$ cat src/rtl/gpio_bank_pkg.sv
package gpio_bank_pkg;
  localparam int unsigned DATA_W   = 32;
  localparam int unsigned ADDR_W   = 5;
  localparam int unsigned MAIN_W   = 30;
  localparam int unsigned AUX_W    = 6;
  localparam int unsigned NUM_REGS = 4;
  localparam int unsigned REG_IDX_W = $clog2(NUM_REGS);

  // register index order (addr[3:2])
  localparam int unsigned REG_MAIN_OUT = 0;
  localparam int unsigned REG_MAIN_OE  = 1;
  localparam int unsigned REG_AUX_OUT  = 2;
  localparam int unsigned REG_AUX_OE   = 3;

  localparam int unsigned ALIAS_SPAN   = NUM_REGS * 4;
  localparam int unsigned ADDR_IN_MAIN = ALIAS_SPAN;
  localparam int unsigned ADDR_IN_AUX  = ALIAS_SPAN + 1;

  typedef enum logic [1:0] {
    OP_WRITE = 2'd0,
    OP_SET   = 2'd1,
    OP_CLR   = 2'd2,
    OP_XOR   = 2'd3
  } alias_op_e;
endpackage

$ cat src/rtl/gpio_addr_decode.sv
module gpio_addr_decode
  import gpio_bank_pkg::*;
#(
  parameter int unsigned AW = ADDR_W
) (
  input  logic [AW-1:0]        addr_i,
  input  logic                 wr_i,
  output logic [NUM_REGS-1:0]  we_o,
  output alias_op_e            op_o,
  output logic [REG_IDX_W-1:0] reg_idx_o,
  output logic                 rd_direct_o,
  output logic                 rd_in_main_o,
  output logic                 rd_in_aux_o
);
  logic in_alias;

  assign in_alias  = (addr_i < AW'(ALIAS_SPAN));
  assign op_o      = alias_op_e'(addr_i[1:0]);
  assign reg_idx_o = addr_i[2 +: REG_IDX_W];

  always_comb begin
    we_o = '0;
    if (wr_i && in_alias) we_o[reg_idx_o] = 1'b1;
  end

  assign rd_direct_o  = in_alias && (op_o == OP_WRITE);
  assign rd_in_main_o = (addr_i == AW'(ADDR_IN_MAIN));
  assign rd_in_aux_o  = (addr_i == AW'(ADDR_IN_AUX));
endmodule

$ cat src/rtl/gpio_alias_reg.sv
module gpio_alias_reg
  import gpio_bank_pkg::*;
#(
  parameter int unsigned W = MAIN_W
) (
  input  logic         clk_i,
  input  logic         rst_ni,
  input  logic         we_i,
  input  alias_op_e    op_i,
  input  logic [W-1:0] wdata_i,
  output logic [W-1:0] q_o
);
  always_ff @(posedge clk_i or negedge rst_ni) begin
    if (!rst_ni) begin
      q_o <= '0;
    end else if (we_i) begin
      unique case (op_i)
        OP_WRITE: q_o <= wdata_i;
        OP_SET:   q_o <= q_o | wdata_i;
        OP_CLR:   q_o <= q_o & ~wdata_i;
        OP_XOR:   q_o <= q_o ^ wdata_i;
        default:  q_o <= q_o;
      endcase
    end
  end
endmodule

$ cat src/rtl/gpio_in_sync.sv
module gpio_in_sync #(
  parameter int unsigned W      = 30,
  parameter int unsigned STAGES = 2
) (
  input  logic         clk_i,
  input  logic         rst_ni,
  input  logic [W-1:0] d_i,
  output logic [W-1:0] q_o
);
  logic [W-1:0] stage_q [STAGES];

  always_ff @(posedge clk_i or negedge rst_ni) begin
    if (!rst_ni) begin
      for (int s = 0; s < STAGES; s++) stage_q[s] <= '0;
    end else begin
      stage_q[0] <= d_i;
      for (int s = 1; s < STAGES; s++) stage_q[s] <= stage_q[s-1];
    end
  end

  assign q_o = stage_q[STAGES-1];
endmodule

$ cat src/rtl/gpio_out_bank.sv
module gpio_out_bank
  import gpio_bank_pkg::*;
#(
  parameter int unsigned DW      = DATA_W,
  parameter int unsigned AW      = ADDR_W,
  parameter int unsigned MW      = MAIN_W,
  parameter int unsigned XW      = AUX_W,
  parameter int unsigned SYNC_ST = 2
) (
  input  logic          clk_i,
  input  logic          rst_ni,
  input  logic [AW-1:0] addr_i,
  input  logic          wr_i,
  input  logic [DW-1:0] wdata_i,
  input  logic          rd_i,
  output logic [DW-1:0] rdata_o,
  input  logic [MW-1:0] main_in_i,
  input  logic [XW-1:0] aux_in_i,
  output logic [MW-1:0] main_out_o,
  output logic [MW-1:0] main_oe_o,
  output logic [XW-1:0] aux_out_o,
  output logic [XW-1:0] aux_oe_o
);
  logic [NUM_REGS-1:0]  we;
  alias_op_e            op;
  logic [REG_IDX_W-1:0] reg_idx;
  logic                 rd_direct, rd_in_main, rd_in_aux;
  logic [DW-1:0]        reg_q [NUM_REGS];
  logic [MW-1:0]        main_sync;
  logic [XW-1:0]        aux_sync;
  logic                 unused_wdata;

  assign unused_wdata = ^wdata_i;

  gpio_addr_decode #(.AW(AW)) u_dec (
    .addr_i       (addr_i),
    .wr_i         (wr_i),
    .we_o         (we),
    .op_o         (op),
    .reg_idx_o    (reg_idx),
    .rd_direct_o  (rd_direct),
    .rd_in_main_o (rd_in_main),
    .rd_in_aux_o  (rd_in_aux)
  );

  for (genvar i = 0; i < NUM_REGS; i++) begin : g_reg
    localparam int unsigned RW = (i < 2) ? MW : XW;
    logic [RW-1:0] q;

    gpio_alias_reg #(.W(RW)) u_reg (
      .clk_i   (clk_i),
      .rst_ni  (rst_ni),
      .we_i    (we[i]),
      .op_i    (op),
      .wdata_i (wdata_i[RW-1:0]),
      .q_o     (q)
    );
    assign reg_q[i] = DW'(q);
  end

  gpio_in_sync #(.W(MW), .STAGES(SYNC_ST)) u_sync_main (
    .clk_i (clk_i), .rst_ni (rst_ni), .d_i (main_in_i), .q_o (main_sync)
  );

  gpio_in_sync #(.W(XW), .STAGES(SYNC_ST)) u_sync_aux (
    .clk_i (clk_i), .rst_ni (rst_ni), .d_i (aux_in_i), .q_o (aux_sync)
  );

  assign main_out_o = reg_q[REG_MAIN_OUT][MW-1:0];
  assign main_oe_o  = reg_q[REG_MAIN_OE][MW-1:0];
  assign aux_out_o  = reg_q[REG_AUX_OUT][XW-1:0];
  assign aux_oe_o   = reg_q[REG_AUX_OE][XW-1:0];

  always_comb begin
    rdata_o = '0;
    if (rd_i) begin
      if (rd_direct)       rdata_o = reg_q[reg_idx];
      else if (rd_in_main) rdata_o = DW'(main_sync);
      else if (rd_in_aux)  rdata_o = DW'(aux_sync);
    end
  end
endmodule

$ cat config.mk
export PLATFORM = sky130hd
export DESIGN_NAME = gpio_out_bank
export DESIGN_NICKNAME = d
export VERILOG_FILES = /design/src/rtl/gpio_bank_pkg.sv /design/src/rtl/gpio_addr_decode.sv /design/src/rtl/gpio_alias_reg.sv /design/src/rtl/gpio_in_sync.sv /design/src/rtl/gpio_out_bank.sv
export SDC_FILE = /design/constraint.sdc
export NUM_CORES = 1
export LEC_CHECK = 0
export ABC_AREA = 1
export ABC_CLOCK_PERIOD_IN_PS = 1400
export BUFFER_PORTS_ARGS = -buffer_cell sky130_fd_sc_hd__buf_2
export CAP_MARGIN = 0
export CORE_UTILIZATION = 53
export CTS_BUF_LIST = sky130_fd_sc_hd__clkbuf_8
export DETAILED_ROUTE_END_ITERATION = 8
export PLACE_DENSITY = 0.77
export SLEW_MARGIN = 20
export SYNTH_ARGS = -nofsm -noshare
export SYNTH_HDL_FRONTEND = slang
export SYNTH_HIERARCHICAL = 1
export SYNTH_SLANG_ARGS = --single-unit
$ cat constraint.sdc
create_clock -name clk_i -period 1.4 [get_ports clk_i]
set_input_delay 0.21 -clock clk_i [delete_from_list [all_inputs] [get_ports clk_i]]
set_output_delay 0.21 -clock clk_i [all_outputs]
set_load 0.05 [all_outputs]
==> results.md <==
| Result | Reported | Unit |
|---|---|---|
| Post-synth top area cell | sky130_fd_sc_hd__dfrtp_1 | - |
| Remaining number of nets flagged by the antenna check after routing | 0 | - |
| Seq. cell area | 3649 | um2 |
| Total overflow reported by the global router | 0 | - |
| Die width | 143.5 | um |
| Worst reg-to-reg path cell count | 7 | - |
| Total power density per cell area | 1141 | nW/um2 |
| Critical path capture point type | output port | - |
| Row count | 51 | - |
| Final period utilization | 124.7 | % |
| Count of final hold-check violations | 0 | - |
| Number of DRC violations after detailed-routing iteration 0 | 1012 | - |
| Reg power frac | 30.6 | % |
| Layout Area Growth over Synthesis | 43.61 | % |
| End of the worst register-to-register path | g_reg[3].u_reg/q_o[5]$_DFFE_PN0P_ | - |
| Number of filler instances in the final layout | 1239 | - |
| Net switching component of the power | 7395 | uW |
| Synth top area share | 33.94 | % |
| Classification of the worst-slack hold path | input pin to flop | - |
| Final Hold Slack | 0.1348 | ns |
| WHS Path Cells | 5 | - |
| Slew Limit Fails | 0 | - |
| Worst R2R Setup Slack | -0.18 | ns |
| Average vias per placed instance | 5.491 | - |
| Share of the yosys chip area belonging to registers | 33.94 | % |
| Pin count of the biggest net entering global routing | 114 | - |
| Worst path slowest cell | sky130_fd_sc_hd__clkbuf_16 | - |
| Number of antenna violations at the first check in global routing | 0 | - |
| Clock latency on the worst-skew pair | 0.49 | ns |
| Class of the most critical setup path | input pin to output port | - |
| Critical Path, Cell by Cell | buf_8, nor2_4, nand2_2, nor2_4, inv_4, nor2_4, buf_12, clkbuf_16, nand2_1, a21oi_4, buf_6 | - |
| # H-tree levels | 4 | - |
| Launch instance of the worst register-to-register path | g_reg[3].u_reg/q_o[5]$_DFFE_PN0P_ | - |
| Min Tclk post-route | 1.746 | ns |
| Routability congestion estimate from global placement | 0.9228 | - |
| Netlist area before placement | 10620 | um2 |
| GRT Util Overall | 32.41 | % |
| Antenna cells | 0 | - |
| Mean cell area of the mapped netlist | 7.342 | um2 |
| Worst slew margin | 59.70 | % |
| Gate power share | 48.9 | % |
| Net Sw Frac | 42.52 | % |
| Number of top-level design ports | 181 | - |
| Outcome | finished, violations left | - |
| CP most frequent cell | sky130_fd_sc_hd__nor2_4 | - |
| Startpoint of the worst hold path | wdata_i[9] | - |
| Initial cell density of the core | 54.37 | % |
| Core outline area | 19530 | um2 |
| Seq cells post-synth | 144 | - |
| Setup repair after global routing missed its margin | yes | - |
| 1st-pass router iterations | 5 | - |
| Crit Path Max Fanout | 6 | - |
| Vias in the first global route | 10500 | - |
| Multi-input logic area | 6122 | um2 |
| Height of the die | 143.5 | um |
| Number of nets in the layout | 1945 | - |
| Count of distinct cell types in the synthesized netlist | 19 | - |
| Synth top area cells | sky130_fd_sc_hd__dfrtp_1, sky130_fd_sc_hd__ha_1, sky130_fd_sc_hd__nand2_1, sky130_fd_sc_hd__inv_1, sky130_fd_sc_hd__nand3_1 | - |
| Placed instance count | 1872 | - |
| Failing checks | negative setup slack | - |
| Hold-critical path endpoint | g_reg[0].u_reg/q_o[9]$_DFFE_PN0P_ | - |
| Final clock skew | 0.01794 | ns |
| Clock-pin slew on the worst setup and hold paths | 0.09 | ns |
| Number of setup violations in the final report | 57 | - |
| Worst setup SP type | input pin | - |
| Yosys warning count | 6 | - |
| Clock tree buffer depth | 2 | - |
| Slowest cell delay on critical path | 0.18 | ns |
| Library cell with the highest instance count after synthesis | sky130_fd_sc_hd__nand2_1 | - |
| Clock tree from TritonCTS | yes | - |
| Final HPWL from detailed placement | 20.47 | mm |
| Post-layout worst setup margin | -0.3465 | ns |
| Most instantiated flip-flop cell in the synthesis netlist | sky130_fd_sc_hd__dfrtp_1 | - |
| Num Clock Sinks | 144 | - |
| Clock buffers created by TritonCTS | 17 | - |
| Maximum operating frequency | 572.6 | MHz |
| Required time at the worst-slack endpoint | 1.19 | ns |
| Via count of the routed design | 10990 | - |
| Die ar. | 20600 | um2 |
| Final wirelength | 36.79 | mm |
| Number of buffers inserted by port buffering | 176 | - |
| Wire length of the first global-routing pass | 51.58 | mm |
| Worst-Margin Slew | 0.6046 | ns |
| Clock network fraction of total power | 20.4 | % |
| CP arrival | 1.54 | ns |
| Wire per inst | 18.38 | um |
| Post-route DRC | 0 | - |
| Clock tree root driver cell | sky130_fd_sc_hd__clkbuf_8 | - |
| Post-synthesis instance total | 1446 | - |
| List of most frequent post-synthesis cells | sky130_fd_sc_hd__nand2_1, sky130_fd_sc_hd__inv_1, sky130_fd_sc_hd__nand3_1 | - |
| Fraction of final layout cells with drive strength greater than 1 | 29.94 | % |
| Post-route non-filler standard cell count | 2002 | - |
| Number of synthesized flops with an enable pin | 0 | - |
| Synth async-reset ratio | 100.0 | % |
| Total of max-cap violations | 0 | - |
| Internal power consumption | 9997 | uW |
| Largest voltage drop on the vdd net | 0.0009475 | V |
| Leak pwr | 0.007962 | uW |
## flip-flops by register name, summed over array words and instances, names as in the netlist
name,cells
u_sync_main/stage_q,30
u_sync_aux/stage_q,6
u_sync_main/q_o,30
g.u_reg/q_o,72
u_sync_aux/q_o,6
## cells in the final DEF, fill, tap and decap left out, types with 3 or more instances in the layout
cell,n
sky130_fd_sc_hd__nand3_2,14
sky130_fd_sc_hd__buf_6,104
sky130_fd_sc_hd__buf_12,26
sky130_fd_sc_hd__nor2_2,3
sky130_fd_sc_hd__ha_1,132
sky130_fd_sc_hd__clkbuf_8,18
sky130_fd_sc_hd__inv_2,14
sky130_fd_sc_hd__a21oi_1,78
sky130_fd_sc_hd__ha_2,6
sky130_fd_sc_hd__inv_6,3
sky130_fd_sc_hd__dfrtp_1,108
sky130_fd_sc_hd__nor2_1,88
sky130_fd_sc_hd__clkinv_4,4
sky130_fd_sc_hd__nand3_1,140
sky130_fd_sc_hd__buf_8,55
sky130_fd_sc_hd__ha_4,6
sky130_fd_sc_hd__nand2_2,25
sky130_fd_sc_hd__o21bai_1,20
sky130_fd_sc_hd__nand2_1,372
sky130_fd_sc_hd__dlygate4sd3_1,37
sky130_fd_sc_hd__inv_1,205
sky130_fd_sc_hd__buf_2,73
sky130_fd_sc_hd__nand3b_1,11
sky130_fd_sc_hd__nor2_4,7
sky130_fd_sc_hd__o211ai_1,24
sky130_fd_sc_hd__buf_4,72
sky130_fd_sc_hd__nand2_4,8
sky130_fd_sc_hd__dfrtp_2,36
sky130_fd_sc_hd__clkinv_2,3
sky130_fd_sc_hd__a21oi_4,30
## layer usage
metal / GRT usage [%] / wire (um)
met3: 6.198 / 3157
met1: 38.09 / 13610
met4: 17.08 / 2035
met5: 0 / 0
met2: 55.98 / 17990
## critical path: cells and delay by family
family          cells  cell delay [ns]
buf+inv             5             0.64
simple gates        5             0.51
compound gates      1             0.17
## metrics by stage
step | setup slack [ns] | instance area (um2) | TNS [ns] | util (%) | total power (uW)
finish | -0.3465 | 15250 | -9.894 | 78.08 | 17390
global route | -0.4196 | 15250 | -13.02 | 78.08 | 18240
CTS | -0.2907 | 14530 | -8.033 | 74.39 | 16290
detailed placement | -0.4472 | 12530 | -35.42 | 64.17 | 11400
global placement | -0.4163 | 12530 | -31.56 | 64.17 | 11190
floorplan | -0.1345 | 11080 | -2.780 | - | 9393
## cell type report
class / instances / area share, %
well taps: 265 / 2.175
multi-input cells: 967 / 40.16
repair buffers: 371 / 25.44
inverters: 223 / 5.654
clock inverters: 14 / 1.018
clock buffers: 18 / 1.625
flip-flops and latches: 144 / 23.93
## power groups by stage
stage	clock network [uW]	logic, uW	registers (uW)
6_report	3560	8510	5330
2_1_floorplan	0	2350	7040
5_1_grt	3730	9120	5380
3_3_place_gp	0	5810	5380
4_1_cts	3520	7530	5240
3_5_place_dp	0	6020	5380
## cell families after synthesis
logic type | count (synthesis) | share of synthesized area (%)
simple gates | 669 | 26.07
buf+inv | 336 | 14.78
fa+ha+maj | 144 | 16.97
compound gates | 152 | 8.203
other cells | 1 | 0.03532
flops | 144 | 33.94
## worst max-delay path by stage
| stage | from | endpoint | slack [ns] | depth (start not counted) |
|---|---|---|---|---|
| after floorplan | addr_i[0] | rdata_o[28] | -0.13 | 8 |
| after global placement | addr_i[0] | rdata_o[17] | -0.42 | 10 |
| after detailed placement | addr_i[0] | rdata_o[15] | -0.45 | 10 |
| after CTS | g_reg[1].u_reg/q_o[26]$_DFFE_PN0P_ | rdata_o[26] | -0.29 | 5 |
| after global routing | g_reg[3].u_reg/q_o[5]$_DFFE_PN0P_ | rdata_o[5] | -0.42 | 5 |
| final | addr_i[2] | rdata_o[29] | -0.35 | 11 |
## timing repair
item | 4_1_cts | 5_1_grt
pin swaps | 45 | 44
hold endpoints to repair | 180 | 0
buffers inserted | 40 | 46
hold buffers | 37 | 0
gates cloned | 2 | 3
setup endpoints to repair | 90 | 95
resized for setup | 287 | 149
No activity file was read; power rests on OpenSTA's default activity.
